## src/rtl/baud_tick_pkg.sv

```systemverilog
package baud_tick_pkg;
  localparam int unsigned BYTE_W_DEF = 8;

  typedef enum logic [1:0] {
    CNT_IDLE   = 2'd0,
    CNT_LOAD   = 2'd1,
    CNT_RELOAD = 2'd2,
    CNT_DEC    = 2'd3
  } cnt_act_e;
endpackage

```

## src/rtl/baud_rst_sync.sv

```systemverilog
module baud_rst_sync (
  input  logic clk,
  input  logic rst_n,
  output logic rst_sync_n
);
  logic [1:0] sync_q;

  always_ff @(posedge clk or negedge rst_n) begin
    if (!rst_n) sync_q <= 2'b00;
    else        sync_q <= {sync_q[0], 1'b1};
  end

  assign rst_sync_n = sync_q[1];
endmodule

```

## src/rtl/baud_div_regs.sv

```systemverilog
module baud_div_regs #(
  parameter int unsigned BYTE_W = 8,
  localparam int unsigned DIV_W = 2 * BYTE_W
) (
  input  logic              clk,
  input  logic              rst_n,
  input  logic              wr_hi,
  input  logic              wr_lo,
  input  logic [BYTE_W-1:0] wr_data,
  output logic [DIV_W-1:0]  div_q,
  output logic [DIV_W-1:0]  div_d,
  output logic              load
);
  always_comb begin
    div_d = div_q;
    if (wr_hi) div_d[DIV_W-1:BYTE_W] = wr_data;
    if (wr_lo) div_d[BYTE_W-1:0]     = wr_data;
    load = wr_hi | wr_lo;
  end

  always_ff @(posedge clk or negedge rst_n) begin
    if (!rst_n)    div_q <= '0;
    else if (load) div_q <= div_d;
  end

  // an upper-byte write keeps the lower byte
  assert_lo_kept_R9: assert property (@(posedge clk) disable iff (!rst_n)
    (wr_hi && !wr_lo) |=> (div_q[BYTE_W-1:0] == $past(div_q[BYTE_W-1:0])));
  // a lower-byte write keeps the upper byte
  assert_hi_kept_R9: assert property (@(posedge clk) disable iff (!rst_n)
    (wr_lo && !wr_hi) |=> (div_q[DIV_W-1:BYTE_W] == $past(div_q[DIV_W-1:BYTE_W])));
endmodule

```

## src/rtl/baud_down_cnt.sv

```systemverilog
module baud_down_cnt
  import baud_tick_pkg::*;
#(
  parameter int unsigned DIV_W = 16
) (
  input  logic             clk,
  input  logic             rst_n,
  input  logic [DIV_W-1:0] div_q,
  input  logic [DIV_W-1:0] div_d,
  input  logic             load,
  output logic             tick
);
  localparam logic [DIV_W-1:0] ONE = DIV_W'(1);

  cnt_act_e         act;
  logic [DIV_W-1:0] cnt_q, cnt_d;
  logic             cnt_en;

  always_comb begin
    if (load)                act = CNT_LOAD;
    else if (div_q == '0)    act = CNT_IDLE;
    else if (cnt_q <= ONE)   act = CNT_RELOAD;
    else                     act = CNT_DEC;

    unique case (act)
      CNT_LOAD:   cnt_d = div_d;
      CNT_RELOAD: cnt_d = div_q;
      CNT_DEC:    cnt_d = cnt_q - ONE;
      default:    cnt_d = '0;
    endcase
    cnt_en = (act != CNT_IDLE) || (cnt_q != '0);
  end

  always_ff @(posedge clk or negedge rst_n) begin
    if (!rst_n)      cnt_q <= '0;
    else if (cnt_en) cnt_q <= cnt_d;
  end

  assign tick = (div_q != '0) && (cnt_q == ONE);

  // any write restarts the count from the new divisor
  assert_reload_on_write_R5: assert property (@(posedge clk) disable iff (!rst_n)
    load |=> (cnt_q == $past(div_d)));
  // the count never exceeds a programmed divisor
  assert_cnt_in_range_R2: assert property (@(posedge clk) disable iff (!rst_n)
    (div_q != '0) |-> (cnt_q <= div_q));
  // a zero divisor keeps the tick low
  assert_zero_div_silent_R4: assert property (@(posedge clk) disable iff (!rst_n)
    (div_q == '0 && !load) |=> !tick);
  // a divisor of one ticks every cycle
  assert_div_one_every_cycle_R3: assert property (@(posedge clk) disable iff (!rst_n)
    (div_q == ONE && !load) |=> tick);
  // ticks are single-cycle for divisors of two or more
  assert_single_cycle_tick_R6: assert property (@(posedge clk) disable iff (!rst_n)
    (tick && div_q > ONE && !load) |=> !tick);
endmodule

```

## src/rtl/baud_tick_gen.sv

```systemverilog
module baud_tick_gen
  import baud_tick_pkg::*;
#(
  parameter int unsigned BYTE_W = BYTE_W_DEF,
  localparam int unsigned DIV_W = 2 * BYTE_W
) (
  input  logic              clk,
  input  logic              rst_n,
  input  logic              wr_hi,
  input  logic              wr_lo,
  input  logic [BYTE_W-1:0] wr_data,
  input  logic              mon_en,
  output logic              baud_tick,
  output logic              mon_tick
);
  logic             rst_sync_n;
  logic [DIV_W-1:0] div_q, div_d;
  logic             load;

  baud_rst_sync u_rst (
    .clk        (clk),
    .rst_n      (rst_n),
    .rst_sync_n (rst_sync_n)
  );

  baud_div_regs #(.BYTE_W(BYTE_W)) u_regs (
    .clk     (clk),
    .rst_n   (rst_sync_n),
    .wr_hi   (wr_hi),
    .wr_lo   (wr_lo),
    .wr_data (wr_data),
    .div_q   (div_q),
    .div_d   (div_d),
    .load    (load)
  );

  baud_down_cnt #(.DIV_W(DIV_W)) u_cnt (
    .clk   (clk),
    .rst_n (rst_sync_n),
    .div_q (div_q),
    .div_d (div_d),
    .load  (load),
    .tick  (baud_tick)
  );

  assign mon_tick = baud_tick & mon_en;

  // the tick stays low until a divisor has been written after reset
  assert_silent_after_reset_R1: assert property (@(posedge clk) disable iff (!rst_sync_n)
    (div_q == '0 && !load) |=> !mon_tick);
endmodule

```

## config.mk

```make
export PLATFORM = sky130hd
export DESIGN_NAME = baud_tick_gen
export DESIGN_NICKNAME = d
export VERILOG_FILES = /design/src/rtl/baud_tick_pkg.sv /design/src/rtl/baud_rst_sync.sv /design/src/rtl/baud_div_regs.sv /design/src/rtl/baud_down_cnt.sv /design/src/rtl/baud_tick_gen.sv
export SDC_FILE = /design/constraint.sdc
export NUM_CORES = 1
export LEC_CHECK = 0
export BUFFER_PORTS_ARGS = -buffer_cell sky130_fd_sc_hd__buf_2
export CAP_MARGIN = 20
export CELL_PAD_IN_SITES_DETAIL_PLACEMENT = 1
export CELL_PAD_IN_SITES_GLOBAL_PLACEMENT = 1
export CORE_MARGIN = 10
export CORE_UTILIZATION = 40
export CTS_BUF_LIST = sky130_fd_sc_hd__clkbuf_8 sky130_fd_sc_hd__clkbuf_16
export CTS_CLUSTER_SIZE = 24
export DETAILED_ROUTE_END_ITERATION = 8
export PLACE_DENSITY = 0.79
export SLEW_MARGIN = 10
export SYNTH_ARGS = -nofsm -noshare
export SYNTH_HDL_FRONTEND = slang
export SYNTH_SLANG_ARGS = --single-unit
```

## constraint.sdc

```tcl
create_clock -name clk -period 2.2 [get_ports clk]
set_input_delay 0.44 -clock clk [delete_from_list [all_inputs] [get_ports clk]]
set_output_delay 0.44 -clock clk [all_outputs]
set_load 0.03 [all_outputs]
```

# ---- After elaboration in Yosys (flattened, before gate mapping)
# Cells that the tools add are included.
# Widths: inputs -> output; s select.
dict set report totals {
  register_bits 34
  in_bits 13
  out_inout_bits 2
  word_cells 23
}
dict set report classes {
  add_sub_neg 1
  magnitude_cmp 1
  n_eq_ne 4
  muxes 6
  bitwise 2
  n_reduce_logical 6
}
# op count
set ops {}
lappend ops {{$pmux 16 s3} 1}
lappend ops {{$reduce_bool 16->1} 2}
lappend ops {{$eq 16x1->1 const B} 1}
lappend ops {{$le 16x1->1 const B} 1}
lappend ops {{$logic_not 16->1} 1}
lappend ops {{$mux 8} 2}
lappend ops {{$sub 16x1->16 const B} 1}
lappend ops {{$eq 2x2->1 const B} 2}
lappend ops {{$mux 2} 2}
lappend ops {{$eq 2x1->1 const B} 1}
lappend ops {{$reduce_bool 2->1} 1}
lappend ops {{$and 1x1->1} 1}
lappend ops {{$logic_and 1x1->1} 1}
lappend ops {{$logic_or 1x1->1} 1}
lappend ops {{$mux 1} 1}
lappend ops {{$or 1x1->1} 1}

# ---- Longest topological paths before layout
# Gate-level depths: netlist of run 1.
dict set report logic_depth {
  depth_word 6
  ltp_mapped 8
  depth_no_buf 7
}

# ---- Cells and area by module
# A second synthesis of run 1 with hierarchy kept.
dict set report unflattened {
  cells_unflattened 181
  hier_area_um2 2102.0
}
# module n_inst cells_each area_each_um2
set by_module_without_submodules {}
lappend by_module_without_submodules {baud_down_cnt 1 124 1144.8}
lappend by_module_without_submodules {baud_div_regs 1 53 897.1}
lappend by_module_without_submodules {baud_rst_sync 1 3 53.8}
lappend by_module_without_submodules {baud_tick_gen 1 1 6.3}

# ---- Worst setup path after synthesis of run 1
# Ideal clock, no wire load.
dict set report synth_timing {
  path_kind {reg2out}
  startpoint {reg u_cnt.cnt_q[5]}
  endpoint {out mon_tick}
  arrival_ns 2.152
  required_time_ns 1.760
  path_slack_ns -0.392
  stages_incl_launch_ff 5
  path_cell_list {dfrtp_1 -> nor4_4 -> nand4_2 -> nor3b_2 -> and2_1}
}
dict set report synth_via {
  elab_chain_cells 3
}
# item line_no
set synth_lines {}
lappend synth_lines {{from (decl)} baud_down_cnt.sv:16} ;# logic [DIV_W-1:0] cnt_q, cnt_d;
lappend synth_lines {{from (signal assigned)} baud_down_cnt.sv:36} ;# else if (cnt_en) cnt_q <= cnt_d;
lappend synth_lines {{$eq 16x1->1} baud_down_cnt.sv:39} ;# assign tick = (div_q != '0) && (cnt_q == ONE);
lappend synth_lines {{$logic_and 1x1->1} baud_down_cnt.sv:39}
lappend synth_lines {{net baud_tick} baud_tick_gen.sv:13} ;# output logic baud_tick,
lappend synth_lines {{$and 1x1->1} baud_tick_gen.sv:46} ;# assign mon_tick = baud_tick & mon_en;
lappend synth_lines {{to (decl)} baud_tick_gen.sv:14} ;# output logic mon_tick
# The timed path passes the listed nets, and every way through them passes these cells.

# ---- Worst setup path in the final report of run 1
dict set report layout_timing {
  startpoint {reg u_cnt.cnt_q[11]}
  endpoint {out mon_tick}
}
dict set report layout_via {
  elab_chain_cells 3
}
# item line_no
set layout_lines {}
lappend layout_lines {{$eq 16x1->1} baud_down_cnt.sv:39}
lappend layout_lines {{$logic_and 1x1->1} baud_down_cnt.sv:39}
lappend layout_lines {{$and 1x1->1} baud_tick_gen.sv:46}
# Every way passes these cells.

==> impl_metrics.json, run 1 <==
{
  "clk-insertion-delay-late_ps": 290,
  "crit_path_end_kind": "output port",
  "switchingPower_w": 0.0005011,
  "drive_gt1_share_pct": 34.31,
  "start_util_pct": 41.67,
  "post-route-min-period_ps": 2199,
  "worstMarginPinSlew_ps": 657.5,
  "synth_compound_area_share_pct": 9.521,
  "globalplace.congestion": 0.8977,
  "slew_headroom_pct": 56.01,
  "synth_adder_area_share_pct": 2.055,
  "clk_path_buf_depth": 2,
  "setup_ws_ps": 1.399,
  "pre_cts_ws_ps": 109.5,
  "postLayoutCoreUtil_pct": 50.43,
  "wl_per_cell_um": 20.66,
  "cts-htree-levels": 2,
  "synth_xor_area_share_pct": 6.233,
  "area.growth.synth_to_final_pct": 21.03,
  "grt_overflow": 0,
  "grt_pass1_vias": 1617,
  "area.sequential_um2": 852.1,
  "critical_path_class": "reg -> out",
  "ir_drop_uv": 455.6,
  "yosys.area_share.simple_pct": 21.99,
  "rsz0062_at_grt": "true",
  "rows": 24,
  "routed_wl_mm": 5.288,
  "cts.root.buffer_cell": "clkbuf_8",
  "cap_viol_max_count": 0,
  "cts_tree": "done",
  "finClkSkew_ps": 7.559,
  "mostFrequentLayoutCells": "dfrtp_1, nand2_1, buf_4",
  "avgSynthCellArea_um2": 10.75,
  "r2r-end": "u_cnt.cnt_q[1]$_DFFE_PN0P_",
  "r2r_cells": 8,
  "drc": 0,
  "post-synth-top-area-cell": "dfrtp_1",
  "crit_path_start_kind": "register",
  "synth_mux_area_share_pct": 11.78,
  "netlist_area_mm2": 0.001827,
  "outcome": "finished clean",
  "io_buffers": 14,
  "fp.dieH_um": 87.58,
  "ff2ff_setup_slack_ps": 200,
  "ys.warnings.count": 0,
  "firstDrtPassIters": 5,
  "power_density_mw_per_mm2": 724.4,
  "synth.area.top_cells": "dfrtp_1, mux2_2, xnor2_1",
  "synth.ff_latch_count": 34,
  "synthCells": 170,
  "grt_pass1_wl_mm": 8.638,
  "seq_power_share_pct": 49.2,
  "die_w_um": 87.58,
  "worst-path-max-fanout": 2,
  "pwr-share-comb_pct": 20.3,
  "num_vias": 1460,
  "setup_violations": 0,
  "io_pins": 15,
  "timing_hold_violations_final": 0,
  "period_share_pct": 99.94,
  "power_w": 0.001602,
  "grt_max_degree": 33,
  "first_iter_violations": 108,
  "synth_top_family_by_area": "simple AND/OR/NAND/NOR gates",
  "clkSlewWorstSetupHoldPaths_ps": 70,
  "via_per_inst": 5.703,
  "finalMaxSlewViolations": 0,
  "mostFrequentLayoutCell": "dfrtp_1",
  "dieArea_mm2": 0.007670,
  "synth_cell_type_count": 38,
  "nNetsFinal": 219,
  "fillers": 493,
  "cp.arrival_ps": 1760,
  "dp_hpwl_mm": 3.796,
  "antenna_cells": 0,
  "synthDominantCellAreaShare_pct": 46.58,
  "reg2reg_from": "u_cnt.cnt_q[1]$_DFFE_PN0P_",
  "max_freq_mhz": 454.8,
  "ant_nets": 0,
  "cp_data_required_time_ps": 1760,
  "multi_input_area_um2": 977.2,
  "syn_nets": 186,
  "grt_util_all_layers_pct": 14.58,
  "pwr-share-clk_pct": 30.5,
  "synth-seq-area-share_pct": 46.58,
  "leakagePower_nw": 0.9493,
  "core_area_mm2": 0.004384,
  "startpoint": "u_cnt.cnt_q[11]$_DFFE_PN0P_",
  "antenna_found_initial": 0,
  "cts_inserted_buffers": 5,
  "min_path_type": "reg -> async",
  "cts_sinks": 34,
  "p_int_w": 0.001100,
  "swShare_pct": 31.29,
  "crit_path_end": "mon_tick"
}
## cell usage after synthesis (all sizes together)
cell type	instances
mux2	17
and2	2
nand2	23
clkbuf	6
xnor2	11
nor4	9
o21ai	14
o211ai	1
o221ai	7
conb	1
nand3	3
xor2	2
nor2	12
and4	1
nand4	5
inv	2
or2	1
mux2i	2
nand3b	1
ha	3
or4	1
dfrtp	34
o31ai	1
nand2b	1
a211oi	1
nor3	4
nand4b	1
nor3b	2
a221o	2
## registers in the layout, summed over array words and instances (netlist names)
signal	flops
u_rst.sync_q	2
u_regs.div_q	16
u_cnt.cnt_q	16
## critical path: stages, from the launching register on
cell and delay [ps]:
dfrtp_2 430, nor4_4 370, nand4_4 170, nor3b_4 220
and2_4 170, buf_6 120
## area by class of cell
type | count | share of cell area [%]
Timing Repair Buffer | 32 | 9.677
Sequential cell | 34 | 38.54
Inverter | 2 | 0.3396
Clock buffer | 6 | 3.735
Tap cell | 52 | 2.943
Clock inverter | 2 | 0.5659
Multi-Input combinational cell | 128 | 44.20
## worst min path at each step
stage,end,cells past startpoint
after global placement,u_rst.sync_q[1]$_DFF_PN0_,1
final,u_regs.div_q[5]$_DFFE_PN0N_,1
after CTS,u_regs.div_q[4]$_DFFE_PN0N_,1
after global routing,u_regs.div_q[11]$_DFFE_PN0N_,1
after floorplan,u_rst.sync_q[0]$_DFF_PN0_,0
after detailed placement,u_rst.sync_q[1]$_DFF_PN0_,1
## stage by stage
step                hold slack, ps  std cells  instance area [um^2]  setup TNS, ps
finish                       267.8        256                  2211              0
global route                 321.0        256                  2211         -105.7
CTS                          286.9        255                  2198              0
detailed placement           227.5        241                  2039              0
global placement             224.3        241                  2039              0
floorplan                    144.4        170                  1844         -128.9
## per-layer routing
metal / wire length [um] / GRT usage (%) / vias to the layer above
li1: - / - / 681
met1: 2379 / 17.83 / 727
met2: 2615 / 24.34 / 47
met3: 222 / 3.528 / 5
met4: 70 / 5.217 / 0
met5: 0 / 0 / -
## kinds of logic after synthesis
kind of cell	after synthesis
simple gates	66
mux	19
flops	34
compound gates	26
other cells	1
xor+xnor	13
fa+ha+maj	3
buf+inv	8
## power groups by stage
stage               combinational, W  sequential [W]  clock, W
finish                      0.000325        0.000788  0.000489
detailed placement          0.000297        0.000798         0
global route                0.000360        0.000796  0.000527
floorplan                   0.000206        0.000775         0
global placement            0.000281        0.000791         0
CTS                         0.000321        0.000784  0.000496
## what timing repair did
item                                    CTS  global route
pin swaps                                 4             0
hold endpoints to repair                  2             0
resized for setup                         6             1
hold buffers                              1             0
buffers inserted                          5             1
endpoints found under the setup margin    2             4
(Power assumes the default switching activity.)
==> run 2: changes to the inputs <==
- clock period: 2.2 -> 2.3 ns (I/O delays scaled with it)
==> impl_metrics.json, run 2 (synthesis results as in run 1) <==
{
  "outcome": "finished clean",
  "cts-htree-levels": 2,
  "firstDrtPassIters": 4,
  "area.sequential_um2": 853.3,
  "fp.dieH_um": 87.58,
  "min_path_type": "reg -> async",
  "cp_data_required_time_ps": 1840,
  "multi_input_area_um2": 964.7,
  "routed_wl_mm": 5.216,
  "ant_nets": 0,
  "post-route-min-period_ps": 2225,
  "timing_hold_violations_final": 0,
  "cap_viol_max_count": 0,
  "io_pins": 15,
  "first_iter_violations": 77,
  "clkSlewWorstSetupHoldPaths_ps": 70,
  "grt_overflow": 0,
  "cts_sinks": 34,
  "worst-path-max-fanout": 3,
  "dp_hpwl_mm": 3.854,
  "dieArea_mm2": 0.007670,
  "antenna_cells": 0,
  "nNetsFinal": 215,
  "cp.arrival_ps": 1770,
  "fillers": 487,
  "finalMaxSlewViolations": 0,
  "stdcell_area_mm2": 0.002170,
  "ir_drop_uv": 359.8,
  "critical_path_class": "reg -> out",
  "cts.root.buffer_cell": "clkbuf_8",
  "core_area_mm2": 0.004384,
  "grt_pass1_vias": 1610,
  "wl_per_cell_um": 20.70,
  "via_per_inst": 5.774,
  "cts_inserted_buffers": 5,
  "clk-insertion-delay-late_ps": 300,
  "postLayoutCoreUtil_pct": 49.49,
  "io_buffers": 14,
  "die_w_um": 87.58,
  "drc": 0,
  "crit_path_end_kind": "output port",
  "clk_path_buf_depth": 2,
  "placed_area_mm2": 0.002032,
  "num_vias": 1455,
  "top_regs": "u_cnt.cnt_q (16), u_regs.div_q (16), u_rst.sync_q (2)",
  "globalplace.congestion": 0.8725,
  "grt_pass1_wl_mm": 8.342,
  "rows": 24,
  "drive_gt1_share_pct": 32.50,
  "period_share_pct": 96.75,
  "antenna_found_initial": 0,
  "cts_tree": "done",
  "grt_max_degree": 33,
  "worstMarginPinSlew_ps": 537.5,
  "area.growth.synth_to_final_pct": 18.77,
  "leakagePower_nw": 0.9275,
  "max_freq_mhz": 449.4,
  "power_w": 0.001522,
  "power_density_mw_per_mm2": 701.6,
  "crit_path_start_kind": "register",
  "mostFrequentLayoutCells": "dfrtp_1, nand2_1, mux2_2",
  "mostFrequentLayoutCell": "dfrtp_1",
  "finClkSkew_ps": 5.204,
  "start_util_pct": 41.67,
  "r2r_cells": 8,
  "rsz0062_at_grt": "true",
  "setup_violations": 0,
  "slew_headroom_pct": 63.89,
  "grt_util_all_layers_pct": 14.27,
  "whs_ps": 279.6
}
==> run 2: cell types whose count changed in the layout (fill, tap and decap cells not counted), sizes merged <==
cell / previous run / this run
buf: 31 / 27
==> run 2: critical path: stages, from the launching register on <==
cell and delay, ps:
dfrtp_1 420, nor4_2 280, buf_4 170, nand4_4 100
nor3b_4 210, and2_4 160, buf_6 120
==> run 2: layout make-up <==
class	count	area share, %
repair buffers	28	8.477
inverters	2	0.3460
multi-input cells	128	44.46
clock inverters	2	0.5767
flip-flops and latches	34	39.33
clock buffers	6	3.806
well taps	52	2.999
==> run 2: what timing repair did <==
item                                   4_1_cts  5_1_grt
endpoints found under the hold margin        2        0
setup buffers                                2        1
setup endpoints to repair                    2        1
resized for setup                            2        3
hold buffers                                 1        0
pin swaps                                    1        2
gates cloned                                 0        0
==> run 2: routing by layer <==
metal	share of wire, %	global-route usage (%)	wire [um]	up-vias
met1	44	16.64	2274	734
li1	-	-	-	674
met3	4.8	4.921	252	10
met5	0	0	0	-
met2	49	23.61	2574	37
met4	2.2	5.362	115	0
==> run 2: power breakdown <==
group / internal [W] / switching [W] / leakage, nW
registers: 0.000665 / 0.0000906 / 0.400
logic: 0.000139 / 0.000159 / 0.481
clock network: 0.000240 / 0.000228 / 0.0472
==> run 2: worst paths after layout <==
| kind | from | to | slack [ps] |
|---|---|---|---|
| max | u_cnt.cnt_q[10]$_DFFE_PN0P_ | mon_tick | 70 |
| min | u_rst.sync_q[1]$_DFF_PN0_ | u_cnt.cnt_q[6]$_DFFE_PN0P_ | 280 |
| max reg2reg | u_cnt.cnt_q[0]$_DFFE_PN0P_ | u_cnt.cnt_q[1]$_DFFE_PN0P_ | 210 |
| min reg2reg | u_rst.sync_q[1]$_DFF_PN0_ | u_cnt.cnt_q[6]$_DFFE_PN0P_ | 280 |
| max in group asynchronous | u_rst.sync_q[1]$_DFF_PN0_ | u_cnt.cnt_q[9]$_DFFE_PN0P_ | 1700 |
| min in group clk | u_rst.sync_q[0]$_DFF_PN0_ | u_rst.sync_q[1]$_DFF_PN0_ | 360 |
==> run 2: through the flow <==
step | setup TNS, ps | worst slack [ps] | std cells
2_1_floorplan | -48.85 | -48.85 | 170
3_3_place_gp | 0 | 282.1 | 240
3_5_place_dp | 0 | 189.5 | 240
4_1_cts | 0 | 22.46 | 251
5_1_grt | -44.56 | -44.56 | 252
6_report | 0 | 74.71 | 252
